==> config.mk <==
export PLATFORM = sky130hd
export DESIGN_NAME = vid_boot_seq
export DESIGN_NICKNAME = d
export VERILOG_FILES = /design/src/rtl/vid_boot_pkg.sv /design/src/rtl/vid_boot_latch.sv /design/src/rtl/vid_boot_pgfilt.sv /design/src/rtl/vid_boot_tgt.sv /design/src/rtl/vid_boot_seq.sv
export SDC_FILE = /design/constraint.sdc
export NUM_CORES = 1
export LEC_CHECK = 0
export ABC_AREA = 1
export BUFFER_PORTS_ARGS = -buffer_cell sky130_fd_sc_hd__buf_2
export CORE_MARGIN = 3
export CORE_UTILIZATION = 60
export DETAILED_ROUTE_END_ITERATION = 10
export PLACE_DENSITY = 0.82
export SLEW_MARGIN = 5
export SYNTH_ARGS = -nofsm -noshare
export SYNTH_HDL_FRONTEND = slang
export SYNTH_SLANG_ARGS = --single-unit
export TNS_END_PERCENT = 5
==> constraint.sdc <==
create_clock -name clk_i -period 7.4 [get_ports clk_i]
set_clock_uncertainty 0.05 [all_clocks]
set_input_delay 0.74 -clock clk_i [delete_from_list [all_inputs] [get_ports clk_i]]
set_output_delay 0.74 -clock clk_i [all_outputs]
set_load 0.03 [all_outputs]
==> src/rtl/vid_boot_pkg.sv <==
package vid_boot_pkg;
  localparam int TGT_W        = 8;
  localparam int LSB_MV       = 10;
  localparam int NORM_TOP_MV  = 1100;
  localparam int NORM_STEP_MV = 100;
  localparam int FIX_TOP_MV   = 1400;
  localparam int FIX_STEP_MV  = 200;

  typedef enum logic [1:0] {ST_IDLE, ST_SOFT, ST_HOLD, ST_RUN} seq_st_e;

  function automatic logic [TGT_W-1:0] boot_tgt(input logic fixed, input logic [1:0] code);
    int mv;
    mv = fixed ? FIX_TOP_MV - FIX_STEP_MV * int'(code)
               : NORM_TOP_MV - NORM_STEP_MV * int'(code);
    return TGT_W'(mv / LSB_MV);
  endfunction
endpackage

==> src/rtl/vid_boot_latch.sv <==
module vid_boot_latch (
  input  logic       clk_i,
  input  logic       rst_ni,
  input  logic       en_i,
  input  logic       svc_i,
  input  logic       svd_i,
  input  logic       fixed_i,
  output logic       en_rise_o,
  output logic [1:0] code_o,
  output logic       fixed_o
);
  logic en_q;

  assign en_rise_o = en_i & ~en_q;

  always_ff @(posedge clk_i or negedge rst_ni) begin
    if (!rst_ni) begin
      en_q    <= 1'b0;
      code_o  <= '0;
      fixed_o <= 1'b0;
    end else begin
      en_q <= en_i;
      if (!en_i) begin
        code_o  <= '0;
        fixed_o <= 1'b0;
      end else if (en_rise_o) begin
        code_o  <= {svc_i, svd_i};
        fixed_o <= fixed_i;
      end
    end
  end
endmodule

==> src/rtl/vid_boot_pgfilt.sv <==
module vid_boot_pgfilt #(
  parameter int PG_CYCLES = 2
) (
  input  logic clk_i,
  input  logic rst_ni,
  input  logic clr_i,
  input  logic core_ok_i,
  input  logic nb_ok_i,
  output logic done_o
);
  localparam int CW = $clog2(PG_CYCLES + 1);
  logic [CW-1:0] cnt_q;
  logic          ok;

  assign ok     = core_ok_i & nb_ok_i;
  assign done_o = ~clr_i & ok & (cnt_q == CW'(PG_CYCLES - 1));

  always_ff @(posedge clk_i or negedge rst_ni) begin
    if (!rst_ni)                            cnt_q <= '0;
    else if (clr_i || !ok)                  cnt_q <= '0;
    else if (cnt_q != CW'(PG_CYCLES))       cnt_q <= cnt_q + 1'b1;
  end
endmodule

==> src/rtl/vid_boot_tgt.sv <==
module vid_boot_tgt #(
  parameter int TGT_W  = 8,
  parameter int PLANES = 2
) (
  input  logic             clk_i,
  input  logic             rst_ni,
  input  logic             clear_i,
  input  logic             load_i,
  input  logic [TGT_W-1:0] boot_val_i,
  input  logic             wr_i,
  input  logic [$clog2(PLANES)-1:0] wr_sel_i,
  input  logic [TGT_W-1:0] wr_val_i,
  output logic [PLANES-1:0][TGT_W-1:0] tgt_o
);
  for (genvar p = 0; p < PLANES; p++) begin : g_plane
    always_ff @(posedge clk_i or negedge rst_ni) begin
      if (!rst_ni)                               tgt_o[p] <= '0;
      else if (clear_i)                          tgt_o[p] <= '0;
      else if (load_i)                           tgt_o[p] <= boot_val_i;
      else if (wr_i && (int'(wr_sel_i) == p))    tgt_o[p] <= wr_val_i;
    end
  end
endmodule

==> src/rtl/vid_boot_seq.sv <==
module vid_boot_seq
  import vid_boot_pkg::*;
#(
  parameter int PG_CYCLES = 2
) (
  input  logic             clk_i,
  input  logic             rst_ni,
  input  logic             en_i,
  input  logic             fixed_mode_i,
  input  logic             svc_i,
  input  logic             svd_i,
  input  logic             cpu_ready_i,
  input  logic             cmd_valid_i,
  input  logic             cmd_plane_i,
  input  logic [TGT_W-1:0] cmd_tgt_i,
  input  logic             core_in_reg_i,
  input  logic             nb_in_reg_i,
  output logic [TGT_W-1:0] core_tgt_o,
  output logic [TGT_W-1:0] nb_tgt_o,
  output logic             ss_req_o,
  output logic             pwr_good_o
);
  localparam int PLANES = 2;

  seq_st_e st_q, st_d;
  logic en_rise, fixed_q, pg_done, load, wr;
  logic [1:0] code_q;
  logic [TGT_W-1:0] boot_val;
  logic [PLANES-1:0][TGT_W-1:0] tgt;

  vid_boot_latch u_latch (
    .clk_i, .rst_ni, .en_i, .svc_i, .svd_i,
    .fixed_i(fixed_mode_i), .en_rise_o(en_rise), .code_o(code_q), .fixed_o(fixed_q)
  );

  vid_boot_pgfilt #(.PG_CYCLES(PG_CYCLES)) u_pgfilt (
    .clk_i, .rst_ni, .clr_i(st_q != ST_SOFT),
    .core_ok_i(core_in_reg_i), .nb_ok_i(nb_in_reg_i), .done_o(pg_done)
  );

  // on the capture clock the latch is not yet loaded: decode the pins directly
  assign boot_val = en_rise ? boot_tgt(fixed_mode_i, {svc_i, svd_i})
                            : boot_tgt(fixed_q, code_q);

  always_comb begin
    st_d = st_q;
    load = 1'b0;
    wr   = 1'b0;
    if (!en_i) st_d = ST_IDLE;
    else begin
      unique case (st_q)
        ST_IDLE: if (en_rise) begin st_d = ST_SOFT; load = 1'b1; end
        ST_SOFT: if (pg_done) st_d = ST_HOLD;
        ST_HOLD: if (cpu_ready_i) st_d = ST_RUN;
        ST_RUN: begin
          if (!cpu_ready_i) begin st_d = ST_HOLD; load = 1'b1; end
          else if (cmd_valid_i) wr = 1'b1;
        end
        default: st_d = ST_IDLE;
      endcase
    end
  end

  always_ff @(posedge clk_i or negedge rst_ni) begin
    if (!rst_ni) begin
      st_q     <= ST_IDLE;
      ss_req_o <= 1'b0;
    end else begin
      st_q     <= st_d;
      ss_req_o <= (st_q == ST_IDLE) && (st_d == ST_SOFT);
    end
  end

  vid_boot_tgt #(.TGT_W(TGT_W), .PLANES(PLANES)) u_tgt (
    .clk_i, .rst_ni, .clear_i(!en_i), .load_i(load), .boot_val_i(boot_val),
    .wr_i(wr), .wr_sel_i(cmd_plane_i), .wr_val_i(cmd_tgt_i), .tgt_o(tgt)
  );

  assign core_tgt_o = tgt[0];
  assign nb_tgt_o   = tgt[1];
  assign pwr_good_o = (st_q == ST_HOLD) || (st_q == ST_RUN);
endmodule

Yosys cells after proc, flatten, opt, wreduce, memory -nomap -nowiden
Index checks and enable logic that the tools add are counted.
{"block": "word_totals", "mem_count": 0, "wordCells": 73, "regBits": 25, "in_bits": 19, "romBits": 0, "latchBits": 0, "mem_bits_rw": 0}
{"block": "classes", "muxes": 29, "div": 2, "shifts": 0, "reduce_logical": 8, "n_mul": 4, "order_cmp": 0, "n_bitwise": 7, "n_eq_ne": 10, "n_addsub": 5}
{"cell": "32-bit by 5-bit divider with 32-bit output, second input constant", "count": 2}
{"cell": "32-bit 2-to-1 mux", "count": 2}
{"cell": "8-bit 2-to-1 mux", "count": 7}
{"cell": "5-bit by 2-bit multiplier with 7-bit output, first input constant", "count": 4}
{"cell": "11-bit by 10-bit subtractor with 12-bit output, first input constant", "count": 2}
{"cell": "11-bit by 9-bit subtractor with 12-bit output, first input constant", "count": 2}
{"cell": "2-bit 2-to-1 mux", "count": 9}
{"cell": "1-bit 2-to-1 mux", "count": 9}
{"cell": "2-bit case mux with 4 select lines", "count": 1}
{"cell": "2-bit by 1-bit equality test with 1-bit output, second input constant", "count": 3}
{"cell": "3-bit by 1-bit inequality test with 1-bit output, second input constant", "count": 2}
{"cell": "1-bit AND", "count": 4}
{"cell": "2-bit equality test, second input constant", "count": 2}
{"cell": "2-bit by 1-bit inequality test with 1-bit output, second input constant", "count": 2}
{"cell": "1-bit logical AND", "count": 3}
{"cell": "1-bit inverter", "count": 3}
{"cell": "2-bit by 1-bit adder with 2-bit output, second input constant", "count": 1}
{"cell": "2-bit logical NOT", "count": 1}
{"cell": "1-bit logical OR", "count": 2}
{"cell": "2-bit inequality test, second input constant", "count": 1}
{"cell": "1-bit case mux with 2 select lines", "count": 1}
{"cell": "2-bit nonzero test", "count": 1}
{"cell": "1-bit logical NOT", "count": 1}

Longest topological paths before layout
{"block": "logic_depth", "ltp_word": 9, "mapped_depth": 53, "depth_no_buf": 52}

Hierarchy
Synthesis repeated with hierarchy kept, for this count alone.
{"block": "unflattened", "cells_unflattened": 543, "hier_area_um2": 3477.1}
{"module": "vid_boot_seq", "cells_each": 400, "area_per_inst_um2": 2331.0, "instances": 1}
{"module": "vid_boot_tgt", "cells_each": 108, "area_per_inst_um2": 843.3, "instances": 1}
{"module": "vid_boot_latch", "cells_each": 16, "area_per_inst_um2": 152.6, "instances": 1}
{"module": "vid_boot_pgfilt", "cells_each": 19, "area_per_inst_um2": 150.1, "instances": 1}

Least setup slack after synthesis
No wires, ideal clock.
{"block": "synth_path", "path_kind": "input port to flip-flop", "start": "input port svc_i", "end": "register u_tgt.tgt_o[0] (netlist bit)", "slack_ns": 1.882, "t_required_ns": 7.231, "t_arrival_ns": 5.349, "cell_stages": 46, "path_cell_list": "inv_1 ha_1 inv_1 nor2_1 nor2_4 nand2_2 nand3_4 ha_1 inv_1 nand2_1 nand2_2 nand4_1 nand2_1 nand2_1 nor2_4 nand3_4 nand2_1 nand3_2 [... 10 more ...] nand3_1 nand2_2 nand2_1 a21boi_0 nand2_2 nand2_1 nor2_4 nand3_1 nand3_2 buf_6 nand3_1 nand2_1 nor2_1 nand4_1 nand2_1 nand2_1 nand2_1 nand2_1"}
{"block": "synth_via", "elab_chain_len": 7, "elab_cells_between_ends": 9, "cone_classes": "2 x add/sub; 2 x mul; 1 x div; 4 x mux"}
{"element": "start: declaration", "line": "vid_boot_seq.sv:10", "text": "input logic svc_i,"}
{"element": "5-bit by 2-bit multiplier with 7-bit output", "line": "vid_boot_pkg.sv:13, vid_boot_pkg.sv:14"}
{"element": "11-bit by 9-bit subtractor with 12-bit output / 11-bit by 10-bit subtractor with 12-bit output (equally long branches)", "line": "vid_boot_pkg.sv:14, vid_boot_pkg.sv:13"}
{"element": "32-bit 2-to-1 mux *", "line": "vid_boot_pkg.sv:13", "text": "mv = fixed ? FIX_TOP_MV - FIX_STEP_MV * int'(code)"}
{"element": "32-bit by 5-bit divider with 32-bit output *", "line": "vid_boot_pkg.sv:15", "text": "return TGT_W'(mv / LSB_MV);"}
{"element": "8-bit 2-to-1 mux *", "line": "vid_boot_seq.sv:42", "text": "assign boot_val = en_rise ? boot_tgt(fixed_mode_i, {svc_i, svd_i})"}
{"element": "8-bit 2-to-1 mux *", "line": "vid_boot_tgt.sv:19", "text": "else if (load_i) tgt_o[p] <= boot_val_i;"}
{"element": "8-bit 2-to-1 mux *", "line": "vid_boot_tgt.sv:18", "text": "else if (clear_i) tgt_o[p] <= '0;"}
{"element": "end signal: indexed assignment", "line": "vid_boot_tgt.sv:19"}
{"element": "end: declaration", "line": "vid_boot_tgt.sv:13", "text": "output logic [PLANES-1:0][TGT_W-1:0] tgt_o"}
Mark *: on every way between the ends. The rest lies on a longest branch, timed or not.
A chain may end at the register's enable or synchronous reset.

Final worst setup path
Same ends and word-level chain as after synthesis.

==> metrics <==
share of cells above drive strength 1=21.0%; Final Max Slew Viols=0; Synth area leader=nand2_1; TritonRoute pass-1 iters=4; top-count cell post-synth=nand2_1; core area=4940 um2; register area share after synthesis=19.5%; GRT Total Usage=25.6%; Power, Total=between 1 and 1.5 mW; CP top delay family=simple AND/OR/NAND/NOR gates; outcome=finished clean; Data required, critical path=7.51 ns; PortBufs=36; Clock Power Share=5.4%; Buf/Inv on CP=5; Mapped Nets=539; R2R cell count=44; wire length per cell=12.5 um; final hold vios=0; arrival time worst endpoint=6.49 ns; syn_area_per_cell=6.43 um2; Final Cycle Share=between 80% and 90%; deepest clock path buffer count=2; Max transition margin=53.4%; Routability Congestion=0.984; Area contributors post-synth=nand2_1 21%, dfrtp_1 19%, ha_1 8.2%, inv_1 7.0%, nand3_1 5.1%; Post-CTS Setup Bufs=0; leakage=1.95 nW; post-cts resize count=0; area grow syn2layout=8.30%; area share of the largest cell type after synthesis=20.6%; initial antenna violation count=0; CTS tree=done; Synth Warn #=0; crit-path max FO=19; reg2reg end=u_tgt.tgt_o[0]; Setup crit end=u_tgt.tgt_o[0]; sw frac=60.3%; Worst-path clk slew=~0.09 ns; Peak Freq=157 MHz; post-cts hold buffer count=0; Critical path origin=svc_i; DIE AREA=6260 um2; total wire length=about 7500 um; Worst path depth=45; Placed Cells=597; RSZ-0062 raised after global routing=no; Worst Tran Pin Value=approximately 0.70 ns; Mapped Area=3210 um2; Nets=575; synthesized flop and latch total=25; H-Tree Level Count=1; DP HPWL=6110 um; post-layout util=70.3%; Die Wd=79.1 um; Non-Filler Instances=about 600; ANT cells=0; largest net degree at the start of global routing=26; Crit. End Element=flop; DRT iter0 DRCs=251; Combinational Power Share=a little over four fifths; internal power=583 uW; HP Class=primary input to async pin; I/O pin total=37; routed via count=roughly 3.3k; ANT nets after route=0; startpoint types=primary input; R2R Setup Slk=1.20 ns; Post-synth ARST share=100%; EDFF count, synth=0; setup TNS=0 ns; DR DRC count=0; R2R Path Start=u_latch.code_o[0]; Post-Syn Instances=499; CP max-delay cell=nand3b_4; Crit Path Class=primary input to flop; Num CTS Buffers=3; vias per cell=5.45; Post-synth top cells=176 x nand2_1, 60 x inv_1, 33 x nand3_1; pwr dens=422 nW/um2; Top FF cell, synth=dfrtp_1; Maximum Capacitance Violations=0; most frequent cell on the critical path=nand2_1; Cell Rows=25; CTS Sinks=25; sequential power share=about 11%; global-route wire length before repair=roughly 13,000 um; Max VDD drop=approximately 320 uV; Netlist cell types=43; Largest stage delay, worst path=0.35 ns; starting density of the core=64.9%; Die H=79.1 um; clk_lat worst skew=0.26 ns; total grt overflow=0; Final min period=6.38 ns; root buffer cell=clkbuf_8; Setup violations, final=0; number of global-route vias before repair=3,025; P_sw=approximately 880 uW
-- state kept, by name (all words and copies together) (netlist names) --
name	count
u_latch.en_q	1
u_tgt.tgt_o	16
st_q	2
u_pgfilt.cnt_q	2
ss_req_o	1
u_latch.fixed_o	1
u_latch.code_o	2
-- worst min-delay path by stage --
| stage | to | slack [ns] |
|---|---|---|
| final | u_tgt.tgt_o[10] | 0.39 |
| after global routing | u_tgt.tgt_o[10] | 0.43 |
| after CTS | u_pgfilt.cnt_q[1] | 0.41 |
| after detailed placement | u_tgt.tgt_o[9] | 0.42 |
| after global placement | u_tgt.tgt_o[10] | 0.41 |
| after floorplan | ss_req_o | 0.39 |
-- power by group through the flow --
stage,clock network (mW),logic [mW],registers [mW]
final,0.0800,1.22,0.166
after global routing,0.0876,1.41,0.167
after CTS,0.0806,1.22,0.165
after detailed placement,0,1.21,0.167
after global placement,0,1.19,0.167
after floorplan,0,0.987,0.194
-- kinds of logic after synthesis --
| kind of cell | after synthesis | share of synthesized area (%) |
|---|---|---|
| compound gates | 48 | 10.2 |
| xor+xnor | 7 | 1.91 |
| fa+ha+maj | 21 | 8.19 |
| buf+inv | 80 | 10.3 |
| flops | 25 | 19.5 |
| simple gates | 318 | 49.9 |
-- per-stage QoR --
step	instance area [um2]	setup slack [ns]	hold slack (ns)
6_report	3480	1.02	0.391
5_1_grt	3480	0.353	0.426
4_1_cts	3480	1.06	0.407
3_5_place_dp	3430	0.794	0.420
3_3_place_gp	3430	0.919	0.410
2_1_floorplan	3210	1.88	0.394
-- layout make-up --
class                      instances  area [um2]
clock buffer                       3        41.3
clock inverter                     1        5.00
fill                             451        1470
inverter                          75         287
multi-input combinational        394        2250
sequential                        25         626
tap                               67        83.8
timing repair buffer              36         180
-- placed cells by master (no fill, tap or decap), drive strengths merged, types with 3 or more instances in the layout --
cell type / n
nand2: 204
inv: 72
nand3: 44
nor2: 40
buf: 36
dfrtp: 25
ha: 21
nand4: 20
o21ai: 15
a21oi: 11
a31oi: 7
nand3b: 5
xor2: 4
o22ai: 4
clkinv: 4
xnor2: 3
or2: 3
a22o: 3
clkbuf: 3
-- per-layer routing --
| metal | GRT usage, % | wire (um) | up-vias |
|---|---|---|---|
| li1 | - | - | 1671 |
| met1 | 36.7 | 3550 | 1492 |
| met2 | 42.9 | 3410 | 109 |
| met3 | 1.70 | 518 | 4 |
| met4 | 3.95 | 40 | 0 |
| met5 | 0 | 0 | - |
Power figures use the tool's default switching activity.
